==> config.mk <==
export PLATFORM = sky130hd
export DESIGN_NAME = dual_alarm_unit
export DESIGN_NICKNAME = d
export VERILOG_FILES = /design/src/rtl/dual_alarm_pkg.sv /design/src/rtl/dual_alarm_ctrl.sv /design/src/rtl/dual_alarm_datapath.sv /design/src/rtl/dual_alarm_unit.sv
export SDC_FILE = /design/constraint.sdc
export NUM_CORES = 1
export LEC_CHECK = 0
export ABC_AREA = 1
export BUFFER_PORTS_ARGS = -buffer_cell sky130_fd_sc_hd__buf_2
export CORE_MARGIN = 4
export CORE_UTILIZATION = 40
export CTS_CLUSTER_SIZE = 28
export DETAILED_ROUTE_END_ITERATION = 10
export PLACE_DENSITY = 0.59
export SLEW_MARGIN = 40
export SYNTH_ARGS = -nofsm -noshare
export SYNTH_HDL_FRONTEND = slang
export SYNTH_SLANG_ARGS = --single-unit
==> constraint.sdc <==
create_clock -name clk -period 7.6 [get_ports clk]
set_input_delay 1.14 -clock clk [delete_from_list [all_inputs] [get_ports clk]]
set_output_delay 1.14 -clock clk [all_outputs]
set_load 0.005 [all_outputs]
==> src/rtl/dual_alarm_pkg.sv <==
package dual_alarm_pkg;
  localparam int NUM_CH  = 2;
  localparam int COUNT_W = 8;
  localparam int SHIFT_W = $clog2(COUNT_W);

  typedef struct packed {
    logic               loadRef;
    logic               compare;
    logic               roc;
    logic [SHIFT_W-1:0] shift;
  } chanStrobe_t;

  function automatic logic srcValid(input logic [2:0] code);
    return (code == 3'b001) || (code == 3'b010) || (code == 3'b101) || (code == 3'b110);
  endfunction

  function automatic logic srcSigned(input logic [2:0] code);
    return (code == 3'b010) || (code == 3'b110);
  endfunction

  function automatic logic [SHIFT_W-1:0] floorLog2(input logic [COUNT_W-1:0] n);
    logic [SHIFT_W-1:0] r;
    r = '0;
    for (int b = 0; b < COUNT_W; b++) begin
      if (n[b]) r = SHIFT_W'(b);
    end
    return r;
  endfunction
endpackage

==> src/rtl/dual_alarm_ctrl.sv <==
module dual_alarm_ctrl
  import dual_alarm_pkg::*;
(
  input  logic                      clk,
  input  logic                      rstN,
  input  logic                      sampleStrobe,
  input  logic [15:0]               alarmCtrl,
  input  logic [COUNT_W-1:0]        avgCount,
  output chanStrobe_t [NUM_CH-1:0]  stb
);
  logic [COUNT_W-1:0] nEff;
  logic [SHIFT_W-1:0] shiftAmt;

  assign nEff     = (avgCount == '0) ? COUNT_W'(1) : avgCount;
  assign shiftAmt = floorLog2(nEff);

  logic unusedCtrl;
  assign unusedCtrl = ^alarmCtrl[7:0];

  for (genvar ch = 0; ch < NUM_CH; ch++) begin : g_chan
    logic [2:0]         srcCode;
    logic               rocMode;
    logic               active;
    logic               primed;
    logic [COUNT_W-1:0] cnt;
    logic               lastStep;

    assign rocMode  = alarmCtrl[11 + 4*ch];
    assign srcCode  = alarmCtrl[10 + 4*ch -: 3];
    assign active   = srcValid(srcCode);
    assign lastStep = ({1'b0, cnt} + 1'b1) >= {1'b0, nEff};

    always_ff @(posedge clk or negedge rstN) begin
      if (!rstN) begin
        primed <= 1'b0;
        cnt    <= '0;
      end else if (sampleStrobe) begin
        if (!active || !rocMode) begin
          primed <= 1'b0;
          cnt    <= '0;
        end else if (!primed) begin
          primed <= 1'b1;
          cnt    <= '0;
        end else if (lastStep) begin
          cnt    <= '0;
        end else begin
          cnt    <= cnt + 1'b1;
        end
      end
    end

    always_comb begin
      stb[ch].roc     = rocMode;
      stb[ch].shift   = shiftAmt;
      stb[ch].compare = sampleStrobe && active && (!rocMode || (primed && lastStep));
      stb[ch].loadRef = sampleStrobe && active && rocMode && (!primed || lastStep);
    end

    // comparisons happen only on sample strobes
    assert_compare_on_strobe_R10: assert property (@(posedge clk) disable iff (!rstN)
      stb[ch].compare |-> sampleStrobe);

    // in rate mode a compare always restarts the window
    assert_window_restart_R6: assert property (@(posedge clk) disable iff (!rstN)
      (stb[ch].compare && rocMode) |=> (cnt == '0));
  end
endmodule

==> src/rtl/dual_alarm_datapath.sv <==
module dual_alarm_datapath
  import dual_alarm_pkg::*;
#(
  parameter int DATA_W = 14
) (
  input  logic                      clk,
  input  logic                      rstN,
  input  logic                      statusRead,
  input  logic [DATA_W-1:0]         supplyRaw,
  input  logic [DATA_W-1:0]         supplyFilt,
  input  logic [DATA_W-1:0]         rateRaw,
  input  logic [DATA_W-1:0]         rateFilt,
  input  logic [DATA_W-1:0]         auxRaw,
  input  logic [DATA_W-1:0]         auxFilt,
  input  logic [DATA_W-1:0]         tempRaw,
  input  logic [DATA_W-1:0]         tempFilt,
  input  logic [15:0]               alarmCtrl,
  input  logic [15:0]               thresh1,
  input  logic [15:0]               thresh2,
  input  chanStrobe_t [NUM_CH-1:0]  stb,
  output logic [NUM_CH-1:0]         alarmStatus,
  output logic [1:0]                pinOut,
  output logic [1:0]                pinOe
);
  localparam int EXT_W = DATA_W + 2;

  logic              useFilt;
  logic [NUM_CH-1:0] setVec;
  logic [NUM_CH-1:0] status;

  assign useFilt = alarmCtrl[4];

  logic unusedThr;
  assign unusedThr = ^{thresh1[14:DATA_W], thresh2[14:DATA_W], alarmCtrl[7:5], alarmCtrl[3]};

  for (genvar ch = 0; ch < NUM_CH; ch++) begin : g_chan
    logic [2:0]               srcCode;
    logic [DATA_W-1:0]        word;
    logic                     isSigned;
    logic signed [EXT_W-1:0]  ext;
    logic signed [EXT_W-1:0]  refReg;
    logic signed [EXT_W-1:0]  delta;
    logic signed [EXT_W-1:0]  value;
    logic signed [EXT_W-1:0]  thrExt;
    logic [15:0]              thr;
    logic                     hit;

    assign srcCode  = alarmCtrl[10 + 4*ch -: 3];
    assign thr      = (ch == 0) ? thresh1 : thresh2;
    assign isSigned = srcSigned(srcCode);

    always_comb begin
      case (srcCode)
        3'b001:  word = useFilt ? supplyFilt : supplyRaw;
        3'b010:  word = useFilt ? rateFilt   : rateRaw;
        3'b101:  word = useFilt ? auxFilt    : auxRaw;
        3'b110:  word = useFilt ? tempFilt   : tempRaw;
        default: word = '0;
      endcase
    end

    assign ext    = isSigned ? {{2{word[DATA_W-1]}}, word} : {2'b00, word};
    assign thrExt = (isSigned || stb[ch].roc) ? {{2{thr[DATA_W-1]}}, thr[DATA_W-1:0]}
                                              : {2'b00, thr[DATA_W-1:0]};
    assign delta  = ext - refReg;
    assign value  = stb[ch].roc ? (delta >>> stb[ch].shift) : ext;
    assign hit    = thr[15] ? (value > thrExt) : (value < thrExt);
    assign setVec[ch] = stb[ch].compare && hit;

    always_ff @(posedge clk or negedge rstN) begin
      if (!rstN)                refReg <= '0;
      else if (stb[ch].loadRef) refReg <= ext;
    end

    // an inactive source code never raises a set
    assert_inactive_silent_R1: assert property (@(posedge clk) disable iff (!rstN)
      !srcValid(srcCode) |-> !setVec[ch]);

    // a status bit holds until a read clears it
    assert_sticky_R7: assert property (@(posedge clk) disable iff (!rstN)
      (status[ch] && !statusRead) |=> status[ch]);
  end

  always_ff @(posedge clk or negedge rstN) begin
    if (!rstN) status <= '0;
    else       status <= (statusRead ? '0 : status) | setVec;
  end

  assign alarmStatus = status;

  logic anyOn, pinLevel;
  assign anyOn    = |status;
  assign pinLevel = alarmCtrl[1] ? anyOn : ~anyOn;
  assign pinOe    = alarmCtrl[2] ? (alarmCtrl[0] ? 2'b10 : 2'b01) : 2'b00;
  assign pinOut   = pinOe & {2{pinLevel}};

  // a read with no set in that cycle empties the status word
  assert_clear_on_read_R7: assert property (@(posedge clk) disable iff (!rstN)
    (statusRead && setVec == '0) |=> (status == '0));

  // at most one line is driven
  assert_one_line_R8: assert property (@(posedge clk) disable iff (!rstN)
    $onehot0(pinOe));

  // an undriven line carries no level
  assert_quiet_line_R8: assert property (@(posedge clk) disable iff (!rstN)
    (pinOut & ~pinOe) == 2'b00);
endmodule

==> src/rtl/dual_alarm_unit.sv <==
module dual_alarm_unit
  import dual_alarm_pkg::*;
#(
  parameter int DATA_W = 14
) (
  input  logic              clk,
  input  logic              rstN,
  input  logic              sampleStrobe,
  input  logic              statusRead,
  input  logic [DATA_W-1:0] supplyRaw,
  input  logic [DATA_W-1:0] supplyFilt,
  input  logic [DATA_W-1:0] rateRaw,
  input  logic [DATA_W-1:0] rateFilt,
  input  logic [DATA_W-1:0] auxRaw,
  input  logic [DATA_W-1:0] auxFilt,
  input  logic [DATA_W-1:0] tempRaw,
  input  logic [DATA_W-1:0] tempFilt,
  input  logic [15:0]       alarmCtrl,
  input  logic [15:0]       thresh1,
  input  logic [15:0]       thresh2,
  input  logic [7:0]        avgCount,
  output logic [1:0]        alarmStatus,
  output logic [1:0]        pinOut,
  output logic [1:0]        pinOe
);
  chanStrobe_t [NUM_CH-1:0] stb;

  dual_alarm_ctrl u_ctrl (
    .clk          (clk),
    .rstN         (rstN),
    .sampleStrobe (sampleStrobe),
    .alarmCtrl    (alarmCtrl),
    .avgCount     (avgCount),
    .stb          (stb)
  );

  dual_alarm_datapath #(.DATA_W(DATA_W)) u_datapath (
    .clk         (clk),
    .rstN        (rstN),
    .statusRead  (statusRead),
    .supplyRaw   (supplyRaw),
    .supplyFilt  (supplyFilt),
    .rateRaw     (rateRaw),
    .rateFilt    (rateFilt),
    .auxRaw      (auxRaw),
    .auxFilt     (auxFilt),
    .tempRaw     (tempRaw),
    .tempFilt    (tempFilt),
    .alarmCtrl   (alarmCtrl),
    .thresh1     (thresh1),
    .thresh2     (thresh2),
    .stb         (stb),
    .alarmStatus (alarmStatus),
    .pinOut      (pinOut),
    .pinOe       (pinOe)
  );
endmodule

==> results of run 1 <==
[metrics by stage]
step           power (uW)  worst slack [ns]
5_1_grt              1890             0.922
4_1_cts              1700              1.46
2_1_floorplan        1160              2.30
6_report             1700              1.42
3_5_place_dp         1440              1.16
3_3_place_gp         1430              1.13
[worst paths after layout]
| check | cells past startpoint | endpoint | slack [ns] | from |
|---|---|---|---|---|
| worst min-delay path | 2 | u_datapath.g_chan[0].refReg[0] | 0.50 | u_datapath.g_chan[0].refReg[0] |
| worst max register to register | 21 | u_datapath.alarmStatus[0] | 3.66 | u_datapath.g_chan[0].refReg[7] |
| worst min register to register | 2 | u_datapath.g_chan[0].refReg[0] | 0.50 | u_datapath.g_chan[0].refReg[0] |
| worst max-delay path | 30 | u_datapath.alarmStatus[1] | 1.42 | alarmCtrl[4] |
| min in group asynchronous | 2 | u_ctrl.g_chan[0].cnt[1] | 0.94 | rstN |
| max in group asynchronous | 2 | u_datapath.g_chan[1].refReg[1] | 6.19 | rstN |
[logic make-up after synthesis]
kind of cell | after synthesis | share of synthesized area
AND/OR/NAND/NOR | 740 | 0.391
multiplexers | 14 | 0.0172
flip-flops | 50 | 0.153
XOR/XNOR | 18 | 0.0193
buffers and inverters | 246 | 0.116
AO/OA/AOI/OAI | 233 | 0.174
adder cells (fa/ha/maj) | 84 | 0.129
[worst max-delay path: cells and delay by family]
kind | cells | cell delay, ns
xor+xnor | 1 | 0.16
simple gates | 13 | 1.29
fa+ha+maj | 2 | 0.75
buf+inv | 3 | 0.93
compound gates | 11 | 2.09
[synth_stat cells (3+ instances only)]
library cell    n  area, sq um
or2_2           3         18.8
clkinv_1        3         11.3
nand2_2        14         87.6
xor2_1         15          131
a21oi_1        57          285
nand4_1        13         81.3
nand3_2         5         50.1
o21a_1          5         37.5
o21ai_0        79          395
a31oi_1         6         37.5
nand3_1       167          836
nor2_2          6         37.5
a211oi_1        3         22.5
o32ai_1         7         61.3
nand2_1       424         1590
dfrtp_1        50         1250
o21ai_1        10         50.1
nor3_1         16         80.1
buf_2           4         20.0
o211ai_1        6         45.0
o221ai_1        7         61.3
mux2i_1        14          140
inv_2          10         37.5
o22ai_1        11         68.8
xnor2_1         3         26.3
ha_1           84         1050
nor4_1          7         43.8
inv_1         193          724
a41oi_1         4         35.0
clkbuf_1       29          109
buf_1           3         11.3
nor2_1         77          289
a22oi_1        13         97.6
a21o_1          3         22.5
nor2_4          3         33.8
[power by group through the flow]
stage | Sequential [uW] | Clock [uW] | Combinational, uW
after floorplan | 316 | 0 | 843
after global placement | 318 | 0 | 1110
after detailed placement | 319 | 0 | 1120
after CTS | 314 | 260 | 1130
after global routing | 317 | 271 | 1300
final | 314 | 253 | 1130
[cell type report]
class / count / area, sq um / area share
sequential: 50 / 1250 / 0.133
tap: 265 / 332 / 0.0353
inverter: 207 / 778 / 0.0829
timing repair buffer: 177 / 901 / 0.0960
clock buffer: 7 / 153 / 0.0163
clock inverter: 1 / 8.76 / 0.000933
multi-input combinational: 1089 / 5960 / 0.635
[flip-flops by register name, summed over array words and instances (netlist names)]
signal,cells
u_ctrl.g_chan.primed,2
u_ctrl.g_chan.cnt,16
u_datapath.alarmStatus,2
u_datapath.g_chan.refReg,30
[layer usage]
metal	track usage	wire length (microns)
met2	0.398	12100
met4	0.0694	688
met1	0.327	13000
met3	0.0314	1630
met5	0	0
==> flow_metrics.env, run 1 <==
export IMPL_port_buffers=171
export IMPL_cts_buffers=5
export IMPL_die_area_sq_um=22700
export IMPL_track_usage=0.240
export IMPL_nets=1786
export IMPL_cts_tree="done"
export IMPL_ys_warnings_count=0
export IMPL_layout_drive_gt1_share=0.153
export IMPL_layout_cells_most_common_list="nand2_1 (423), inv_1 (191), buf_2 (171)"
export IMPL_power_density_nw_per_um2=181
export IMPL_cpMaxStageDelayCell="o21ai_0"
export IMPL_fillers=2224
export IMPL_power_switching_uw=857
export IMPL_critPathRequiredTime_ns=7.79
export IMPL_drv_slew=0
export IMPL_firstDrtPassIters=5
export IMPL_netlist_instances=1385
export IMPL_post_route_util=0.474
export IMPL_grt_max_degree=51
export IMPL_syn_area_per_cell_sq_um=5.89
export IMPL_fin_tns_setup_ns=0
export IMPL_fmax_ghz=0.162
export IMPL_hold_class="flop to flop"
export IMPL_fin_crit_ns=6.18
export IMPL_die_width_microns=151
export IMPL_hold_violations=0
export IMPL_cts_root_buf="clkbuf_16"
export IMPL_initialDrtViolationCount=502
export IMPL_ys_seq_elements=50
export IMPL_status="finished, final reports clean"
export IMPL_p_seq_frac=0.185
export IMPL_leakagePower_uw=0.00533
export IMPL_tightest_slew_ns=0.813
export IMPL_grt_first_pass_wirelength_microns=43500
export IMPL_power_frac_clock=0.149
export IMPL_critPathMaxFanout=33
export IMPL_final_setup_viol_count=0
export IMPL_vias=9336
export IMPL_syn_num_nets=1641
export IMPL_viasPerCell=5.20
export IMPL_syn2layout_area_growth_pct=15.1
export IMPL_synth_cell_type_count=57
export IMPL_fin_hold_ws_ns=0.496
export IMPL_die_h_microns=151
export IMPL_stdcell_count=1796
export IMPL_grt_setup_unrepaired="no"
export IMPL_cts_setup_buffers=0
export IMPL_cts_sinks=50
export IMPL_share_comb_of_total_power=0.667
export IMPL_gp_congestion=0.868
export IMPL_crit_type="input pin to flop"
export IMPL_drcViolationCount=0
export IMPL_crit_top_cell="nand2_1"
export IMPL_drt_total_wl_microns=27300
export IMPL_slowest_delay_ns=0.65
export IMPL_cts_repair_resize_count=0
export IMPL_antenna_found_initial=0
export IMPL_p_sw_frac=0.504
export IMPL_clk_pin_slew_ns=0.07
export IMPL_synth_flop_cell="dfrtp_1"
export IMPL_rows=51
export IMPL_ios=178
export IMPL_p_int_uw=842
export IMPL_gr_total_overflow=0
export IMPL_hold_buffers=0
export IMPL_irDropWorstVdd_mv=0.0782
export IMPL_maxSlewHeadroom=0.452
export IMPL_syn_cell_area_sq_um=8150
export IMPL_crit_arrival_ns=6.37
export IMPL_final_common_cell="nand2_1"
export IMPL_dpl_hpwl_microns=23500
export IMPL_placed_cells=1788
export IMPL_end_kind="flop"
export IMPL_final_design_area_no_fill_sq_um=9380
export IMPL_initial_core_util=0.412
export IMPL_htreeDepth=2
export IMPL_drv_cap=0
export IMPL_fin_skew_ns=0.00428
export IMPL_synth_seq_area_share=0.153
export IMPL_antenna_cells=0
export IMPL_placed_area_sq_um=9220
export IMPL_timing_final_crit_share=0.813
export IMPL_synth_edf_count=0
export IMPL_clock_latency_ns=0.31
export IMPL_drtAntennaViolNets=0
export IMPL_grt_pass1_vias=8814
export IMPL_async_reset_ff_frac=1.00
export IMPL_coreArea_sq_um=19800
export IMPL_wl_per_cell_microns=15.2
export IMPL_worstSetupStartpointType="input pin"
export IMPL_cts_path_max_buffers=2
No activity file was read; power rests on OpenSTA's default activity.
==> run 2, diff against run 1 <==
- clock period: 7.6 -> 6.1 ns (I/O delays scaled with it)
==> run 2 against run 1 <==
  * Final area is 1.8% higher
  * Non-clock buffer count increased by 21
  * Final cell count grew 1.2%
  * Sequential cell count is the same
  * Power grew 26%
  * Worst hold slack improved by 0.011 ns
  * Combinational power up 26%
  * First-iteration DRC count grew 6.2%
  * Die area is the same
  * Clock skew is 0.012 ns higher
  * Largest power group unchanged
==> flow_metrics.env, run 2 (synthesis gave the netlist of run 1 again) <==
export IMPL_status="finished, final reports clean"
export IMPL_hold_violations=0
export IMPL_track_usage=0.239
export IMPL_wl_met3_microns=1820
export IMPL_met1_length_microns=12600
export IMPL_fin_crit_ns=5.50
export IMPL_gr_total_overflow=0
export IMPL_layout_cells_most_common_list="nand2_1 (424), inv_1 (192), buf_2 (171)"
export IMPL_cts_root_buf="clkbuf_16"
export IMPL_cts_repair_resize_count=0
export IMPL_clk_pin_slew_ns=0.07
export IMPL_power_density_nw_per_um2=224
export IMPL_port_buffers=171
export IMPL_vias=9368
export IMPL_grt_max_degree=51
export IMPL_dpl_hpwl_microns=23200
export IMPL_drtAntennaViolNets=0
export IMPL_nets=1807
export IMPL_fin_tns_setup_ns=0
export IMPL_critPathMaxFanout=9
export IMPL_wl_per_cell_microns=14.8
export IMPL_placed_area_sq_um=9390
export IMPL_worstSetupStartpointType="input pin"
export IMPL_clock_latency_ns=0.31
export IMPL_antenna_found_initial=0
export IMPL_ios=178
export IMPL_fin_hold_ws_ns=0.507
export IMPL_initial_core_util=0.412
export IMPL_drv_cap=0
export IMPL_dr_wl_met2_microns=12000
export IMPL_cts_tree="done"
export IMPL_layout_drive_gt1_share=0.164
export IMPL_highest_layer="met4"
export IMPL_r2r_cells=21
export IMPL_slowest_delay_ns=0.48
export IMPL_die_area_sq_um=22700
export IMPL_htreeDepth=2
export IMPL_initialDrtViolationCount=533
export IMPL_irDropWorstVdd_mv=0.0907
export IMPL_cts_sinks=50
export IMPL_crit_type="input pin to flop"
export IMPL_hold_buffers=0
export IMPL_hp_start="u_datapath.g_chan[0].refReg[14]"
export IMPL_gp_congestion=0.925
export IMPL_coreArea_sq_um=19800
export IMPL_die_h_microns=151
export IMPL_drt_total_wl_microns=26900
export IMPL_worstReg2RegStart="u_datapath.g_chan[0].refReg[7]"
export IMPL_hold_depth=2
export IMPL_drcViolationCount=0
export IMPL_drv_slew=0
export IMPL_rows=51
export IMPL_end_kind="flop"
export IMPL_hold_class="flop to flop"
export IMPL_cts_setup_buffers=0
export IMPL_hold_end="u_datapath.g_chan[0].refReg[14]"
export IMPL_leakagePower_uw=0.00544
export IMPL_reg2reg_to="u_datapath.alarmStatus[0]"
export IMPL_regMostFlops="u_datapath.g_chan.refReg"
export IMPL_viasPerCell=5.16
export IMPL_antenna_cells=0
export IMPL_syn2layout_area_growth_pct=17.2
export IMPL_fmax_ghz=0.182
export IMPL_final_setup_viol_count=0
export IMPL_grt_first_pass_wirelength_microns=43800
export IMPL_cts_path_max_buffers=2
export IMPL_grt_setup_unrepaired="no"
export IMPL_fin_skew_ns=0.0161
export IMPL_crit_top_cell="nand2_1"
export IMPL_timing_final_crit_share=0.902
export IMPL_reg_largest_list="u_datapath.g_chan.refReg (30), u_ctrl.g_chan.cnt (16)"
export IMPL_critPathRequiredTime_ns=6.28
export IMPL_firstDrtPassIters=6
export IMPL_final_common_cell="nand2_1"
export IMPL_die_width_microns=151
export IMPL_cts_buffers=5
export IMPL_grt_pass1_vias=8886
export IMPL_r2r_setup_slack_ns=2.23
export IMPL_maxSlewHeadroom=0.534
export IMPL_cpMaxStageDelayCell="o21ai_0"
export IMPL_crit_arrival_ns=5.69
export IMPL_largest_register_ffs=30
export IMPL_final_design_area_no_fill_sq_um=9560
export IMPL_tightest_slew_ns=0.700
==> run 2: per-stage QoR <==
step | utilization | worst slack (ns) | cells | total power (uW)
2_1_floorplan | - | 1.02 | 1385 | 1440
3_3_place_gp | 0.475 | 0.370 | 1809 | 1790
3_5_place_dp | 0.475 | 0.307 | 1809 | 1800
4_1_cts | 0.483 | 0.606 | 1817 | 2140
5_1_grt | 0.483 | 0.114 | 1817 | 2390
6_report | 0.483 | 0.597 | 1817 | 2140
==> run 2: how the worst max path moves through the flow <==
stage                        from                         to  slack, ns  depth (start not counted)
floorplan            alarmCtrl[4]  u_datapath.alarmStatus[0]       1.02                         27
global route         alarmCtrl[4]  u_datapath.alarmStatus[1]       0.11                         32
finish              alarmCtrl[12]  u_datapath.alarmStatus[1]       0.60                         32
CTS                 alarmCtrl[12]  u_datapath.alarmStatus[1]       0.61                         32
detailed placement  alarmCtrl[12]  u_datapath.alarmStatus[1]       0.31                         32
global placement     alarmCtrl[4]  u_datapath.alarmStatus[1]       0.37                         30
==> run 2: cell type report <==
| type | instances | area, sq um |
|---|---|---|
| tap | 265 | 332 |
| clock buffer | 6 | 129 |
| fill | 2157 | 10200 |
| sequential | 50 | 1250 |
| multi-input combinational | 1089 | 5960 |
| timing repair buffer | 198 | 1070 |
| inverter | 207 | 778 |
| clock inverter | 2 | 37.5 |
==> run 2: critical path, delay by kind of cell <==
kind	cells	cell delay [ns]
compound gates	11	1.90
xor+xnor	1	0.17
fa+ha+maj	3	0.99
buf+inv	5	0.59
simple gates	12	1.11
==> run 2: power breakdown <==
group / switching (uW) / leakage, uW / internal, uW
Clock: 134 / 0.0000771 / 194
Sequential: 17.1 / 0.000674 / 374
Combinational: 908 / 0.00468 / 512
==> run 2: routing by layer <==
metal,vias to the layer above,track usage
met3,28,0.0356
met4,0,0.0485
met1,4093,0.324
met2,322,0.405
li1,4925,-
met5,-,0
